## config.mk

```make
export PLATFORM = sky130hd
export DESIGN_NAME = dmac_chain_top
export DESIGN_NICKNAME = d
export VERILOG_FILES = /design/src/rtl/dmac_pkg.sv /design/src/rtl/dmac_cfg_regs.sv /design/src/rtl/dmac_engine.sv /design/src/rtl/dmac_bus_gate.sv /design/src/rtl/dmac_chain_top.sv
export SDC_FILE = /design/constraint.sdc
export NUM_CORES = 1
export LEC_CHECK = 0
export ABC_AREA = 1
export BUFFER_PORTS_ARGS = -buffer_cell sky130_fd_sc_hd__buf_2
export CORE_UTILIZATION = 55
export CTS_BUF_LIST = sky130_fd_sc_hd__clkbuf_4 sky130_fd_sc_hd__clkbuf_8 sky130_fd_sc_hd__clkbuf_16
export DETAILED_ROUTE_END_ITERATION = 12
export PLACE_DENSITY = 0.74
export SETUP_SLACK_MARGIN = 0.5
export SKIP_CTS_REPAIR_TIMING = 1
export SYNTH_ARGS = -nofsm -noshare
export SYNTH_HDL_FRONTEND = slang
export SYNTH_SLANG_ARGS = --single-unit
```

## constraint.sdc

```tcl
create_clock -name clk -period 3.95 [get_ports clk]
set_input_delay 0.395 -clock clk [delete_from_list [all_inputs] [get_ports clk]]
set_output_delay 0.395 -clock clk [all_outputs]
set_load 0.1 [all_outputs]
```

## src/rtl/dmac_pkg.sv

```systemverilog
package dmac_pkg;

    typedef enum logic [3:0] {
        S_IDLE,
        S_WAITB,
        S_ACQ,
        S_DRD,
        S_DLAT,
        S_HOLD,
        S_RD,
        S_LAT,
        S_WR
    } dstate_e;

    typedef enum logic [1:0] {
        POL_SINGLE = 2'd0,
        POL_GROUP  = 2'd1,
        POL_WHOLE  = 2'd2,
        POL_WHOLE2 = 2'd3
    } policy_e;

    localparam logic [2:0] SEL_SRC  = 3'd0;
    localparam logic [2:0] SEL_DST  = 3'd1;
    localparam logic [2:0] SEL_CNT  = 3'd2;
    localparam logic [2:0] SEL_DESC = 3'd3;
    localparam logic [2:0] SEL_GLEN = 3'd4;
    localparam logic [2:0] SEL_CTRL = 3'd5;
    localparam logic [2:0] SEL_CLR  = 3'd6;

    localparam int CTRL_GO    = 0;
    localparam int CTRL_PACE  = 1;
    localparam int CTRL_LIST  = 2;
    localparam int CTRL_POL_L = 3;

endpackage

```

## src/rtl/dmac_cfg_regs.sv

```systemverilog
module dmac_cfg_regs
    import dmac_pkg::*;
#(
    parameter int AW       = 16,
    parameter int GW       = 8,
    parameter int GLEN_RST = 4
) (
    input  logic          clk,
    input  logic          rst_n,
    input  logic          cfg_we,
    input  logic [2:0]    cfg_sel,
    input  logic [AW-1:0] cfg_wdata,
    output logic [AW-1:0] src_o,
    output logic [AW-1:0] dst_o,
    output logic [AW-1:0] cnt_o,
    output logic [AW-1:0] desc_o,
    output logic [GW-1:0] glen_o,
    output logic          pace_o,
    output logic          list_o,
    output logic [1:0]    pol_o,
    output logic          go_o,
    output logic          clr_o
);

    typedef struct packed {
        logic [AW-1:0] src;
        logic [AW-1:0] dst;
        logic [AW-1:0] cnt;
        logic [AW-1:0] desc;
        logic [GW-1:0] glen;
        logic          pace;
        logic          list;
        logic [1:0]    pol;
        logic          go;
        logic          clr;
    } regs_t;

    regs_t r_d, r_q;

    always_comb begin
        r_d     = r_q;
        r_d.go  = 1'b0;
        r_d.clr = 1'b0;
        if (cfg_we) begin
            unique case (cfg_sel)
                SEL_SRC:  r_d.src  = cfg_wdata;
                SEL_DST:  r_d.dst  = cfg_wdata;
                SEL_CNT:  r_d.cnt  = cfg_wdata;
                SEL_DESC: r_d.desc = cfg_wdata;
                SEL_GLEN: r_d.glen = cfg_wdata[GW-1:0];
                SEL_CTRL: begin
                    r_d.go   = cfg_wdata[CTRL_GO];
                    r_d.pace = cfg_wdata[CTRL_PACE];
                    r_d.list = cfg_wdata[CTRL_LIST];
                    r_d.pol  = cfg_wdata[CTRL_POL_L+1:CTRL_POL_L];
                end
                SEL_CLR:  r_d.clr  = 1'b1;
                default:  ;
            endcase
        end
    end

    always_ff @(posedge clk or negedge rst_n) begin
        if (!rst_n) begin
            r_q      <= '0;
            r_q.glen <= GW'(GLEN_RST);
        end else begin
            r_q <= r_d;
        end
    end

    assign src_o  = r_q.src;
    assign dst_o  = r_q.dst;
    assign cnt_o  = r_q.cnt;
    assign desc_o = r_q.desc;
    assign glen_o = r_q.glen;
    assign pace_o = r_q.pace;
    assign list_o = r_q.list;
    assign pol_o  = r_q.pol;
    assign go_o   = r_q.go;
    assign clr_o  = r_q.clr;

endmodule

```

## src/rtl/dmac_engine.sv

```systemverilog
module dmac_engine
    import dmac_pkg::*;
#(
    parameter int AW = 16,
    parameter int GW = 8
) (
    input  logic          clk,
    input  logic          rst_n,
    input  logic          go,
    input  logic          clr,
    input  logic          pace,
    input  logic          list,
    input  logic [1:0]    pol,
    input  logic [GW-1:0] glen,
    input  logic [AW-1:0] cfg_src,
    input  logic [AW-1:0] cfg_dst,
    input  logic [AW-1:0] cfg_cnt,
    input  logic [AW-1:0] cfg_desc,
    input  logic          dreq,
    input  logic          bus_gnt,
    input  logic [AW-1:0] mem_rdata,
    output logic          bus_req,
    output logic          rd_en,
    output logic          wr_en,
    output logic [AW-1:0] addr,
    output logic [AW-1:0] wdata,
    output logic          irq,
    output logic          busy,
    output logic          elem_rd,
    output logic          pace_act
);

    typedef struct packed {
        dstate_e       st;
        logic [AW-1:0] src;
        logic [AW-1:0] dst;
        logic [AW-1:0] cnt;
        logic [AW-1:0] nxt;
        logic [AW-1:0] ptr;
        logic [AW-1:0] data;
        logic [1:0]    widx;
        logic [GW-1:0] gcnt;
        logic          fetch;
        logic          pace;
        logic          list;
        policy_e       pol;
        logic          irq;
    } eng_t;

    eng_t r_d, r_q;

    logic [GW-1:0] glen_eff;
    logic [GW:0]   gnext;
    logic          group_full;
    logic          release_bus;
    dstate_e       elem_st;

    always_comb begin
        glen_eff    = (glen == '0) ? GW'(1) : glen;
        gnext       = {1'b0, r_q.gcnt} + (GW+1)'(1);
        group_full  = gnext >= {1'b0, glen_eff};
        release_bus = (r_q.pol == POL_SINGLE) ||
                      ((r_q.pol == POL_GROUP) && group_full);
        elem_st     = (r_q.pace && !dreq) ? S_HOLD : S_RD;

        r_d     = r_q;
        bus_req = 1'b0;
        rd_en   = 1'b0;
        wr_en   = 1'b0;
        addr    = '0;

        if (clr) r_d.irq = 1'b0;

        unique case (r_q.st)
            S_IDLE: begin
                if (go) begin
                    r_d.pace = pace;
                    r_d.list = list;
                    r_d.pol  = policy_e'(pol);
                    r_d.widx = '0;
                    r_d.gcnt = '0;
                    if (list) begin
                        r_d.ptr   = cfg_desc;
                        r_d.fetch = 1'b1;
                        r_d.st    = S_WAITB;
                    end else begin
                        r_d.src   = cfg_src;
                        r_d.dst   = cfg_dst;
                        r_d.cnt   = cfg_cnt;
                        r_d.nxt   = '0;
                        r_d.fetch = 1'b0;
                        if (cfg_cnt == '0) r_d.irq = 1'b1;
                        else               r_d.st  = S_WAITB;
                    end
                end
            end
            S_WAITB: begin
                if (r_q.fetch || !r_q.pace || dreq) r_d.st = S_ACQ;
            end
            S_ACQ: begin
                bus_req  = 1'b1;
                r_d.gcnt = '0;
                if (bus_gnt) r_d.st = r_q.fetch ? S_DRD : elem_st;
            end
            S_DRD: begin
                bus_req = 1'b1;
                rd_en   = 1'b1;
                addr    = r_q.ptr + AW'(r_q.widx);
                r_d.st  = S_DLAT;
            end
            S_DLAT: begin
                bus_req = 1'b1;
                unique case (r_q.widx)
                    2'd0: r_d.cnt = mem_rdata;
                    2'd1: r_d.src = mem_rdata;
                    2'd2: r_d.dst = mem_rdata;
                    default: r_d.nxt = mem_rdata;
                endcase
                if (r_q.widx == 2'd3) begin
                    r_d.widx  = '0;
                    r_d.fetch = 1'b0;
                    if (r_q.cnt == '0) begin
                        if (mem_rdata != '0) begin
                            r_d.ptr   = mem_rdata;
                            r_d.fetch = 1'b1;
                            r_d.st    = S_DRD;
                        end else begin
                            r_d.irq = 1'b1;
                            r_d.st  = S_IDLE;
                        end
                    end else begin
                        r_d.st = elem_st;
                    end
                end else begin
                    r_d.widx = r_q.widx + 2'd1;
                    r_d.st   = S_DRD;
                end
            end
            S_HOLD: begin
                bus_req = 1'b1;
                if (dreq) r_d.st = S_RD;
            end
            S_RD: begin
                bus_req = 1'b1;
                rd_en   = 1'b1;
                addr    = r_q.src;
                r_d.st  = S_LAT;
            end
            S_LAT: begin
                bus_req  = 1'b1;
                r_d.data = mem_rdata;
                r_d.st   = S_WR;
            end
            S_WR: begin
                bus_req  = 1'b1;
                wr_en    = 1'b1;
                addr     = r_q.dst;
                r_d.src  = r_q.src + AW'(1);
                r_d.dst  = r_q.dst + AW'(1);
                r_d.cnt  = r_q.cnt - AW'(1);
                r_d.gcnt = gnext[GW-1:0];
                if (r_q.cnt == AW'(1)) begin
                    if (r_q.list && (r_q.nxt != '0)) begin
                        r_d.ptr   = r_q.nxt;
                        r_d.fetch = 1'b1;
                        r_d.widx  = '0;
                        r_d.st    = S_DRD;
                    end else begin
                        r_d.irq = 1'b1;
                        r_d.st  = S_IDLE;
                    end
                end else if (release_bus) begin
                    r_d.st = S_WAITB;
                end else begin
                    r_d.st = elem_st;
                end
            end
            default: r_d.st = S_IDLE;
        endcase
    end

    always_ff @(posedge clk or negedge rst_n) begin
        if (!rst_n) r_q <= '0;
        else        r_q <= r_d;
    end

    assign wdata    = r_q.data;
    assign irq      = r_q.irq;
    assign busy     = (r_q.st != S_IDLE);
    assign elem_rd  = (r_q.st == S_RD);
    assign pace_act = r_q.pace;

endmodule

```

## src/rtl/dmac_bus_gate.sv

```systemverilog
module dmac_bus_gate #(
    parameter int AW = 16
) (
    input  logic          gnt,
    input  logic          rd_en,
    input  logic          wr_en,
    input  logic [AW-1:0] addr_i,
    input  logic [AW-1:0] data_i,
    output logic          cs_n,
    output logic          rd_n,
    output logic          we_n,
    output logic [AW-1:0] addr_o,
    output logic [AW-1:0] data_o
);

    always_comb begin
        rd_n   = !(rd_en && gnt);
        we_n   = !(wr_en && gnt);
        cs_n   = rd_n && we_n;
        addr_o = gnt ? addr_i : '0;
        data_o = (gnt && wr_en) ? data_i : '0;
    end

endmodule

```

## src/rtl/dmac_chain_top.sv

```systemverilog
module dmac_chain_top
    import dmac_pkg::*;
#(
    parameter int AW       = 16,
    parameter int GW       = 8,
    parameter int GLEN_RST = 4
) (
    input  logic          clk,
    input  logic          rst_n,
    input  logic          cfg_we,
    input  logic [2:0]    cfg_sel,
    input  logic [AW-1:0] cfg_wdata,
    input  logic          dreq,
    output logic          bus_req,
    input  logic          bus_gnt,
    output logic [AW-1:0] mem_addr,
    output logic [AW-1:0] mem_wdata,
    input  logic [AW-1:0] mem_rdata,
    output logic          mem_cs_n,
    output logic          mem_rd_n,
    output logic          mem_we_n,
    output logic          irq,
    output logic          busy
);

    logic [AW-1:0] src_w, dst_w, cnt_w, desc_w, addr_w, wdata_w;
    logic [GW-1:0] glen_w;
    logic [1:0]    pol_w;
    logic          pace_w, list_w, go_w, clr_w;
    logic          rd_w, wr_w, elem_rd_w, pace_act_w;

    dmac_cfg_regs #(.AW(AW), .GW(GW), .GLEN_RST(GLEN_RST)) u_regs (
        .clk       (clk),
        .rst_n     (rst_n),
        .cfg_we    (cfg_we),
        .cfg_sel   (cfg_sel),
        .cfg_wdata (cfg_wdata),
        .src_o     (src_w),
        .dst_o     (dst_w),
        .cnt_o     (cnt_w),
        .desc_o    (desc_w),
        .glen_o    (glen_w),
        .pace_o    (pace_w),
        .list_o    (list_w),
        .pol_o     (pol_w),
        .go_o      (go_w),
        .clr_o     (clr_w)
    );

    dmac_engine #(.AW(AW), .GW(GW)) u_eng (
        .clk       (clk),
        .rst_n     (rst_n),
        .go        (go_w),
        .clr       (clr_w),
        .pace      (pace_w),
        .list      (list_w),
        .pol       (pol_w),
        .glen      (glen_w),
        .cfg_src   (src_w),
        .cfg_dst   (dst_w),
        .cfg_cnt   (cnt_w),
        .cfg_desc  (desc_w),
        .dreq      (dreq),
        .bus_gnt   (bus_gnt),
        .mem_rdata (mem_rdata),
        .bus_req   (bus_req),
        .rd_en     (rd_w),
        .wr_en     (wr_w),
        .addr      (addr_w),
        .wdata     (wdata_w),
        .irq       (irq),
        .busy      (busy),
        .elem_rd   (elem_rd_w),
        .pace_act  (pace_act_w)
    );

    dmac_bus_gate #(.AW(AW)) u_gate (
        .gnt    (bus_gnt),
        .rd_en  (rd_w),
        .wr_en  (wr_w),
        .addr_i (addr_w),
        .data_i (wdata_w),
        .cs_n   (mem_cs_n),
        .rd_n   (mem_rd_n),
        .we_n   (mem_we_n),
        .addr_o (mem_addr),
        .data_o (mem_wdata)
    );

endmodule

```

; Word level (Yosys, flattened, before mapping)
; Index checks and enable logic that the tools add are counted.
[op_classes]
add_sub_neg = 6
order_cmp = 1
eq_ne = 35
muxes = 61
reduce_logical = 45
[op_table]
columns = op, count
row1 = 2-to-1 mux 16 bit, 13
row2 = case mux 48 bit (3 select lines), 1
row3 = case mux 16 bit (3 select lines), 2
row4 = 2-to-1 mux 84 bit, 1
row5 = 2-to-1 mux 64 bit, 1
row6 = 2-to-1 mux 4 bit, 10
row7 = case mux 4 bit (9 select lines), 1
row8 = "adder 16 x 1 -> 16 bit, second input constant", 2
row9 = zero test 16 bit, 2
row10 = case mux 16 bit (2 select lines), 1
row11 = nonzero test 16 bit, 2
row12 = case mux 8 bit (3 select lines), 1
row13 = AND reduction 4 bit, 5
row14 = 2-to-1 mux 1 bit, 19
row15 = "!= test 2 bit, second input constant", 9
row16 = adder 16 x 2 -> 16 bit, 1
row17 = "equality test 16 x 1 -> 1 bit, second input constant", 1
row18 = "equality test 4 x 3 -> 1 bit, second input constant", 4
row19 = AND reduction 2 bit, 8
row20 = "subtractor 16 x 1 -> 16 bit, second input constant", 1
row21 = 2-to-1 mux 2 bit, 7
row22 = "!= test 2 x 1 -> 1 bit, second input constant", 6
row23 = AND reduction 5 bit, 2
row24 = "adder 8 x 1 -> 9 bit, second input constant", 1
row25 = 28 further kinds, 47
[word_totals]
reg_bits = 194
input_bits = 40
output_inout_bits = 38
wordCells = 172

; Depth between registers and ports, before layout
; Gate-level depths: netlist of the first run.
[depth]
word_depth = 8
depth_mapped = 21
depth_no_buf = 21

; By module
; From an unflattened synthesis of the first run, not the netlist that was laid out.
[unflattened]
hier_cells = 1457
area_unflattened_um2 = 11103.1
[modules_own_cells]
columns = mod, instances, cells_each, area_each_um2, seq_area_each_um2
row1 = dmac_engine, 1, 1041, 7586.0, 2902.8
row2 = dmac_cfg_regs, 1, 346, 3150.5, 1953.1
row3 = dmac_bus_gate, 1, 70, 366.6, 0.0

; Least setup slack after synthesis of the first run
; Ideal clock, no wire load.
[synth_timing]
path_kind = flip-flop to output port
startpoint = reg u_eng.r_q[14] (netlist bit)
endpoint = out mem_addr[12]
arrival_ps = 3154
t_required_ps = 3555
path_slack_ps = 401
stages_incl_launch_ff = 13
path_buffers = 0
cell_sequence = dfrtp_1 ha_1 fa_1 nand3_1 nor2_1 nand2_1 nor2_1 nand3_1 nor3_2 nand2_1 nand2_1 nand3_1 a21oi_1
[synth_via]
elab_chain_len = 3
[synth_lines]
columns = element, line
row1 = start: declaration, dmac_engine.sv:50  ; eng_t r_d, r_q;
row2 = start signal: assignment, dmac_engine.sv:184  ; else r_q <= r_d;
row3 = adder 16 x 2 -> 16 bit, dmac_engine.sv:108  ; addr = r_q.ptr + AW'(r_q.widx);
row4 = case mux 16 bit (3 select lines), dmac_engine.sv:74  ; unique case (r_q.st)
row5 = 2-to-1 mux 16 bit, dmac_bus_gate.sv:20  ; addr_o = gnt ? addr_i : '0;
row6 = end: declaration, dmac_chain_top.sv:16  ; output logic [AW-1:0] mem_addr,
; No other way between the ends.

; Worst setup path after layout of the first run
[layout_timing]
startpoint = reg u_eng.r_q[113] (netlist bit)
endpoint = out mem_addr[5]
[layout_via]
elab_chain_len = 3
elab_cells_between_ends = 5
classes_between = eq/ne: 3 / mux: 2
[layout_lines]
columns = element, line
row1 = equality test 4 bit (tied with other cells), dmac_engine.sv:74
row2 = case mux 16 bit (3 select lines) *, dmac_engine.sv:74
row3 = 2-to-1 mux 16 bit *, dmac_bus_gate.sv:20
; Mark *: on every way between the ends. The rest lies on a longest branch, timed or not.

==> results.md, run 1 <==
- Clock network fraction of design power: 21.8%
- Maximum single-stage delay on the critical path: ~460 ps
- Average instance area after synthesis: 7.56 sq um
- Psw: 0.00377 W
- Fraction of the yosys area taken by sequential cells: 44.8%
- Maximum clock frequency: between 300 and 400 MHz
- Sinks on Clock Net: between 150 and 200
- Switching share of power: 45.1%
- Post-route cell area: 12000 sq um
- Primary FF master, synth: sky130_fd_sc_hd__dfrtp_1
- Total gr overflow: 0
- Floorplan die area: approximately 20000 sq um
- WP data required: between 3000 and 4000 ps
- Crit path max fanout: 23
- Leakage Power: about 5.9 nW
- Family with the most delay on the worst path: buffers and inverters
- Max-capacitance violation count: 0
- Relative max-transition margin: roughly 28%
- Final routed wire length divided by cell count: 17.9 microns
- Share of flip-flops with an asynchronous set or reset after synthesis: 100%
- Pin count of the biggest net entering global routing: approximately 110
- Via Count: just over 10000
- Power density cells: 694 nW/um^2
- Routed wire length: 31600 microns
- Most frequent cells after synthesis: sky130_fd_sc_hd__nand2_1 (367), sky130_fd_sc_hd__dfrtp_1 (193), sky130_fd_sc_hd__inv_1 (179)
- Internal Dissipation: approximately 0.0046 W
- First-pass DRT Iterations: 8
- Count of flip-flops with a built-in enable after synthesis: 0
- Tmin final: roughly 3300 ps
- Total CTS buffers: 17
- Core area: between 15000 and 20000 sq um
- Main area contributors after synthesis: sky130_fd_sc_hd__dfrtp_1 (45%), sky130_fd_sc_hd__nand2_1 (13%), sky130_fd_sc_hd__o21ai_0 (7.1%)
- Vias in the first global route: 9236
- Clock root cell: sky130_fd_sc_hd__clkbuf_16
- I/O pin total: 78
- Antenna cell count: 0
- Post-synthesis instance total: approximately 1400
- Placed wire-length estimate: between 20000 and 25000 microns
- Number of nets in the final layout: 1550
- Placement-stage cell area: between 10000 and 15000 sq um
- Horiz. Die Dim: around 140 microns
- Clock-pin slew on the worst setup and hold paths: around 70 ps
- Critical path buffers and inverters: 2
- Transition at the pin with the smallest max-transition slack: 1070 ps
- Syn-to-layout area delta: 11.1%
- Buffers from clock root to sink, at most: 2
- Worst path cell trace: nor2_1 -> nand2_2 -> nor2_8 -> buf_4 -> o21ai_2 -> a31oi_1 -> buf_2
- H-tree levels: 4
- Final worst-path cycle share: 83.8%
- Die boundary height: 142 microns
- Gr usage total: around a third
- Setup repair after global routing missed its margin: true
- # port buffers: 77
- Total power: about 0.0084 W
- Wire length of the first global-routing pass: about 50000 microns
- Antenna violations before repair: 1
- Worst-path cell with the longest stage delay: sky130_fd_sc_hd__buf_2
- Distinct cell type count of the synthesized netlist: between 50 and 60
- Number of flip-flops and latches in the synthesized netlist: just under 200
- Maximum vdd drop: around 0.00035 V
- Later-pin clock latency in the skew report: between 400 and 500 ps
- Synthesized area: between 10000 and 15000 sq um
- Type of element launching the critical path: flip-flop
- Last weighted congestion value of the routability-driven placer: around 0.92
- Final number of hold-violating endpoints: 0
- Count of warnings emitted by yosys: 0
- Endpoint arrival time on the critical path: 2920 ps
- Clock skew after layout: approximately 14 ps
- Crit Path Class: flip-flop to output pin
- Hold WC Path Type: input pin to asynchronous set/reset pin
- Via/cell ratio: around 5.7
- Final number of max-transition violations: 0
- Reg power frac: a little under two fifths
- Total Neg Setup Slack: 0 ps
- Worst reg2reg setup slack: 1430 ps
- Starting density of the core: between 50% and 60%
- Most frequent cell after synthesis: sky130_fd_sc_hd__nand2_1
- Run status: complete, no violations
- Largest area contributor in the netlist: sky130_fd_sc_hd__dfrtp_1
- Share of final-layout standard cells stronger than drive strength 1: 13.8%
- Setup violators final: 0
- Number of nets still failing antenna checks after routing: 0
- Residual DRC count: 0
- Count of routing violations after the opening detailed-route iteration: ~1200
- TritonCTS clock tree: done
- Std cell rows: 50
- Share of total power in combinational logic: between 40% and 50%
- Top cell type's share of synthesized area: around 45%
- CP endpoint kind: output pin
- Synth Net Count: around 1500
-- flip-flops by register name, summed over array words and instances (netlist names), 2 cells and up --
register	cells
u_regs.glen_o	8
u_eng.wdata	16
u_regs.dst_o	16
u_regs.desc_o	16
u_eng.r_q	98
u_regs.pol_o	2
u_regs.cnt_o	16
u_regs.src_o	16
-- final cells by class --
cell class | instances | area (sq um)
Sequential cell | 194 | 4860
Tap cell | 260 | 325
Timing Repair Buffer | 87 | 500
Inverter | 200 | 756
Clock buffer | 19 | 440
Multi-Input combinational cell | 990 | 5000
Fill cell | 1722 | 6970
Clock inverter | 13 | 171
-- logic make-up (layout without fill, tap and decap cells) --
family	Yosys count	in the layout	share of synthesized area, %
fa+ha+maj	20	20	2.38
simple gates	651	652	26.3
buf+inv	251	319	9.41
flops	194	194	44.8
compound gates	311	311	16.6
xor+xnor	7	7	0.566
-- final timing paths --
| kind | from | cells after the start | end |
|---|---|---|---|
| worst min-delay path | rst_n | 1 | u_eng.r_q[115] |
| worst min register to register | u_regs.pace_o | 2 | u_eng.pace_act |
| max in group asynchronous | rst_n | 2 | u_regs.glen_o[2] |
| worst max-delay path | u_eng.r_q[113] | 7 | mem_addr[5] |
| worst max register to register | u_eng.r_q[6] | 16 | u_eng.r_q[113] |
| min in group clk | mem_rdata[12] | 3 | u_eng.wdata[12] |
-- placed cells by master (no fill, tap or decap), drive strengths merged, types with 21 or more instances in the layout --
cell / count
o211ai: 21
clkbuf: 21
nand3: 100
nor2: 119
dfrtp: 193
a21oi: 34
buf: 85
inv: 204
o21ai: 209
nand2: 391
-- metal layers --
metal | GRT usage [%] | vias up | share of wire, %
met2 | 47.2 | 522 | 42
met5 | 0 | - | 0
li1 | - | 4797 | -
met1 | 46.7 | 4719 | 44
met4 | 12.6 | 0 | 3.4
met3 | 8.68 | 63 | 11
-- power groups by stage --
stage / clock network [W] / logic [W] / registers [W]
after detailed placement: 0 / 0.00336 / 0.00310
final: 0.00182 / 0.00345 / 0.00309
after global placement: 0 / 0.00331 / 0.00308
after global routing: 0.00191 / 0.00383 / 0.00316
after CTS: 0.00183 / 0.00338 / 0.00307
after floorplan: 0 / 0.00263 / 0.00300
-- worst register-to-register path: cells and delay by family (launching register included) --
| kind | cells | cell delay [ps] |
|---|---|---|
| xor+xnor | 1 | 290 |
| simple gates | 12 | 1080 |
| compound gates | 1 | 150 |
| flops | 1 | 430 |
| fa+ha+maj | 2 | 500 |
-- metrics by stage --
stage               hold slack [ps]  cells  util (%)  setup WS, ps
global route                    114   1763      63.3           432
CTS                            89.2   1762      63.1           586
finish                         26.1   1763      63.3           639
global placement                459   1730      59.9          1090
detailed placement              466   1730      59.9          1050
floorplan                      99.4   1434         -           419
Power figures use the tool's default switching activity.
==> run 2, diff against run 1 <==
- PLACE_DENSITY: 0.74 -> 0.77
- clock period: 3.95 -> 3 ns (I/O delays scaled with it)
==> results.md, run 2 (synthesis results as in run 1) <==
- Clock network fraction of design power: 20.5% (-1.3 points)
- I/O pin total: 78 (unchanged)
- Last weighted congestion value of the routability-driven placer: 0.969 (+5.8%)
- Final routed wire length divided by cell count: 18.6 microns (+3.7%)
- Worst setup slack before clock tree synthesis: 324 ps (-730 ps)
- Vias in the first global route: 9387 (+1.6%)
- Final number of max-transition violations: 0 (unchanged)
- Clock-pin slew on the worst setup and hold paths: 70 ps (about the same)
- Total CTS buffers: 17 (unchanged)
- Final worst-path cycle share: 102%
- Antenna cell count: 0 (unchanged)
- Maximum clock frequency: 326 MHz
- Antenna violations before repair: 0 (-1)
- Number of flip-flops under the largest register name: 98 (unchanged)
- Residual DRC count: 0 (unchanged)
- Worst hold margin: 120 ps (+93.9 ps)
- Share of total power in combinational logic: 44.0% (+2.7 points)
- Setup crit start: u_eng.r_q[32]
- Total gr overflow: 0 (unchanged)
- Clock skew after layout: 9.28 ps (-4.94 ps)
- Floorplan die area: 20300 sq um (unchanged)
- Via Count: 10500 (+3.8%)
- Power density cells: 874 nW/um^2 (+26%)
- Endpoint arrival time on the critical path: 2770 ps (-150 ps)
- Setup slack after layout: -71.8 ps (-711 ps)
- Leakage Power: 6.18 nW (+4.5%)
- Tmin final: a little over 3000 ps
- Layout filler cell count: 1515 (-12%)
- Syn-to-layout area delta: 22.3%
- Critical path endpoint: mem_addr[14]
- Number of nets in the final layout: 1581 (+2.0%)
- Horiz. Die Dim: 142 microns (unchanged)
- TritonCTS clock tree: done
- WP data required: 2700 ps (-860 ps)
- Number of nets still failing antenna checks after routing: 0 (unchanged)
- Startpoint of the worst hold path: mem_rdata[13]
- FF-to-FF End: u_eng.r_q[113]
- Buffers from clock root to sink, at most: 2 (unchanged)
- Later-pin clock latency in the skew report: 440 ps (about the same)
- Setup repair after global routing missed its margin: true
- First-pass DRT Iterations: 6 (-2)
- Sinks on Clock Net: 194 (unchanged)
- Wire length of the first global-routing pass: 50500 microns (+1.3%)
- Most flops, register: u_eng.r_q
- Maximum vdd drop: 0.000491 V (+42%)
- Setup violators final: 2 (+2)
- Starting density of the core: 57.0% (unchanged)
- Switching share of power: 45.3% (+0.18 points)
- H-tree levels: 4 (unchanged)
- Gr usage total: 33.0% (+0.31 points)
- Worst reg2reg setup slack: 630 ps (-800 ps)
- Count of routing violations after the opening detailed-route iteration: 1416 (+18%)
- Top library cells by usage in the layout, fill and taps aside: sky130_fd_sc_hd__nand2_1 (359), sky130_fd_sc_hd__dfrtp_1 (188), sky130_fd_sc_hd__inv_1 (176)
- Share of final-layout standard cells stronger than drive strength 1: 19.6% (+5.8 points)
- Routed wire length: 33300 microns (+5.5%)
- Hold WC Path Type: input pin to flip-flop
- Psw: 0.00525 W (+39%)
- Core area: 19000 sq um (unchanged)
- CP endpoint kind: output pin
- Worst R2R Path Depth: 20 (+4)
- Max-capacitance violation count: 0 (unchanged)
- Clock root cell: sky130_fd_sc_hd__clkbuf_16
- Violated checks: setup timing
- Type of element launching the critical path: flip-flop
- Pin count of the biggest net entering global routing: 78 (-26%)
- Final number of hold-violating endpoints: 0 (unchanged)
- Relative max-transition margin: 23.4% (-5.0 points)
- Via/cell ratio: 5.84 (+2.0%)
- Placed wire-length estimate: 23200 microns (+1.9%)
- Internal Dissipation: 0.00634 W (+38%)
- Run status: complete, but fails checks
- Crit Path Class: flip-flop to output pin
- # port buffers: 77 (unchanged)
- Beginning of the worst register-to-register path: u_eng.r_q[6]
- Die boundary height: 142 microns (unchanged)
- Transition at the pin with the smallest max-transition slack: 1150 ps (+75.0 ps)
- Crit path max fanout: 5 (-78%)
- Std cell rows: 50 (unchanged)
- Most common cell after layout, fill and taps aside: sky130_fd_sc_hd__nand2_1
- Reg power frac: 35.4% (-1.6 points)
==> run 2: cell count changes in the layout (fill, tap and decap cells not counted), moves of 5 or more <==
| cell | change |
|---|---|
| sky130_fd_sc_hd__a31oi_1 | -6 |
| sky130_fd_sc_hd__a31oi_4 | +6 |
| sky130_fd_sc_hd__buf_12 | +35 |
| sky130_fd_sc_hd__buf_2 | -32 |
| sky130_fd_sc_hd__buf_4 | +22 |
| sky130_fd_sc_hd__inv_6 | +5 |
| sky130_fd_sc_hd__nand2_1 | -8 |
| sky130_fd_sc_hd__nand2_2 | +7 |
| sky130_fd_sc_hd__nor2_1 | -28 |
| sky130_fd_sc_hd__nor2_2 | +8 |
| sky130_fd_sc_hd__nor2_4 | +21 |
| sky130_fd_sc_hd__o21ai_0 | -5 |
==> run 2: worst min-delay path by stage <==
| stage | to | slack [ps] | cells past startpoint |
|---|---|---|---|
| floorplan | u_eng.irq | 4 | 0 |
| global placement | u_eng.r_q[10] | 360 | 1 |
| detailed placement | u_eng.r_q[10] | 370 | 1 |
| CTS | u_eng.r_q[10] | -100 | 1 |
| global route | u_eng.wdata[13] | 120 | 3 |
| finish | u_eng.wdata[13] | 120 | 3 |
==> run 2: power groups by stage <==
stage / clock [W] / combinational [W] / sequential, W
3_3_place_gp: 0 / 0.00452 / 0.00405
2_1_floorplan: 0 / 0.00355 / 0.00395
6_report: 0.00238 / 0.00510 / 0.00411
4_1_cts: 0.00239 / 0.00466 / 0.00405
5_1_grt: 0.00249 / 0.00557 / 0.00418
3_5_place_dp: 0 / 0.00462 / 0.00409
==> run 2: cell type report <==
| cell class | count | area, sq um | area share, % |
|---|---|---|---|
| multi-input cells | 991 | 5440 | 41.0 |
| flip-flops and latches | 194 | 4860 | 36.7 |
| repair buffers | 117 | 1260 | 9.51 |
| inverters | 200 | 767 | 5.78 |
| clock buffers | 20 | 467 | 3.52 |
| well taps | 260 | 325 | 2.45 |
| clock inverters | 12 | 145 | 1.09 |
==> run 2: metal layers <==
layer | wire [microns] | share of wire [%] | global-route usage (%)
met5 | 0 | 0 | 0
met4 | 701 | 2.1 | 9.17
met3 | 3140 | 9.4 | 6.59
met2 | 15200 | 46 | 51.2
met1 | 14300 | 43 | 46.9
==> run 2: stage by stage <==
| stage | util [%] | cell area [sq um] | setup TNS, ps | total power [W] | instances |
|---|---|---|---|---|---|
| after global placement | 63.8 | 12100 | 0 | 0.00856 | 1735 |
| after global routing | 69.7 | 13300 | -382 | 0.0122 | 1794 |
| final | 69.7 | 13300 | -137 | 0.0116 | 1794 |
| after detailed placement | 63.8 | 12100 | 0 | 0.00871 | 1735 |
| after floorplan | - | 11100 | 0 | 0.00750 | 1434 |
| after CTS | 67.0 | 12700 | -754 | 0.0111 | 1767 |
==> run 2: critical path, stage by stage (launching register included) <==
cell and delay (ps):
sky130_fd_sc_hd__dfrtp_1 400, sky130_fd_sc_hd__ha_4 160, sky130_fd_sc_hd__fa_2 250, sky130_fd_sc_hd__nand3_4 100, sky130_fd_sc_hd__nor2_4 160, sky130_fd_sc_hd__nand2_2 100, sky130_fd_sc_hd__nor2_4 170, sky130_fd_sc_hd__nand3_4 100
sky130_fd_sc_hd__nor3_4 270, sky130_fd_sc_hd__nand2_1 80, sky130_fd_sc_hd__nand2_1 70, sky130_fd_sc_hd__nand3_1 120, sky130_fd_sc_hd__a21oi_4 180, sky130_fd_sc_hd__buf_12 190
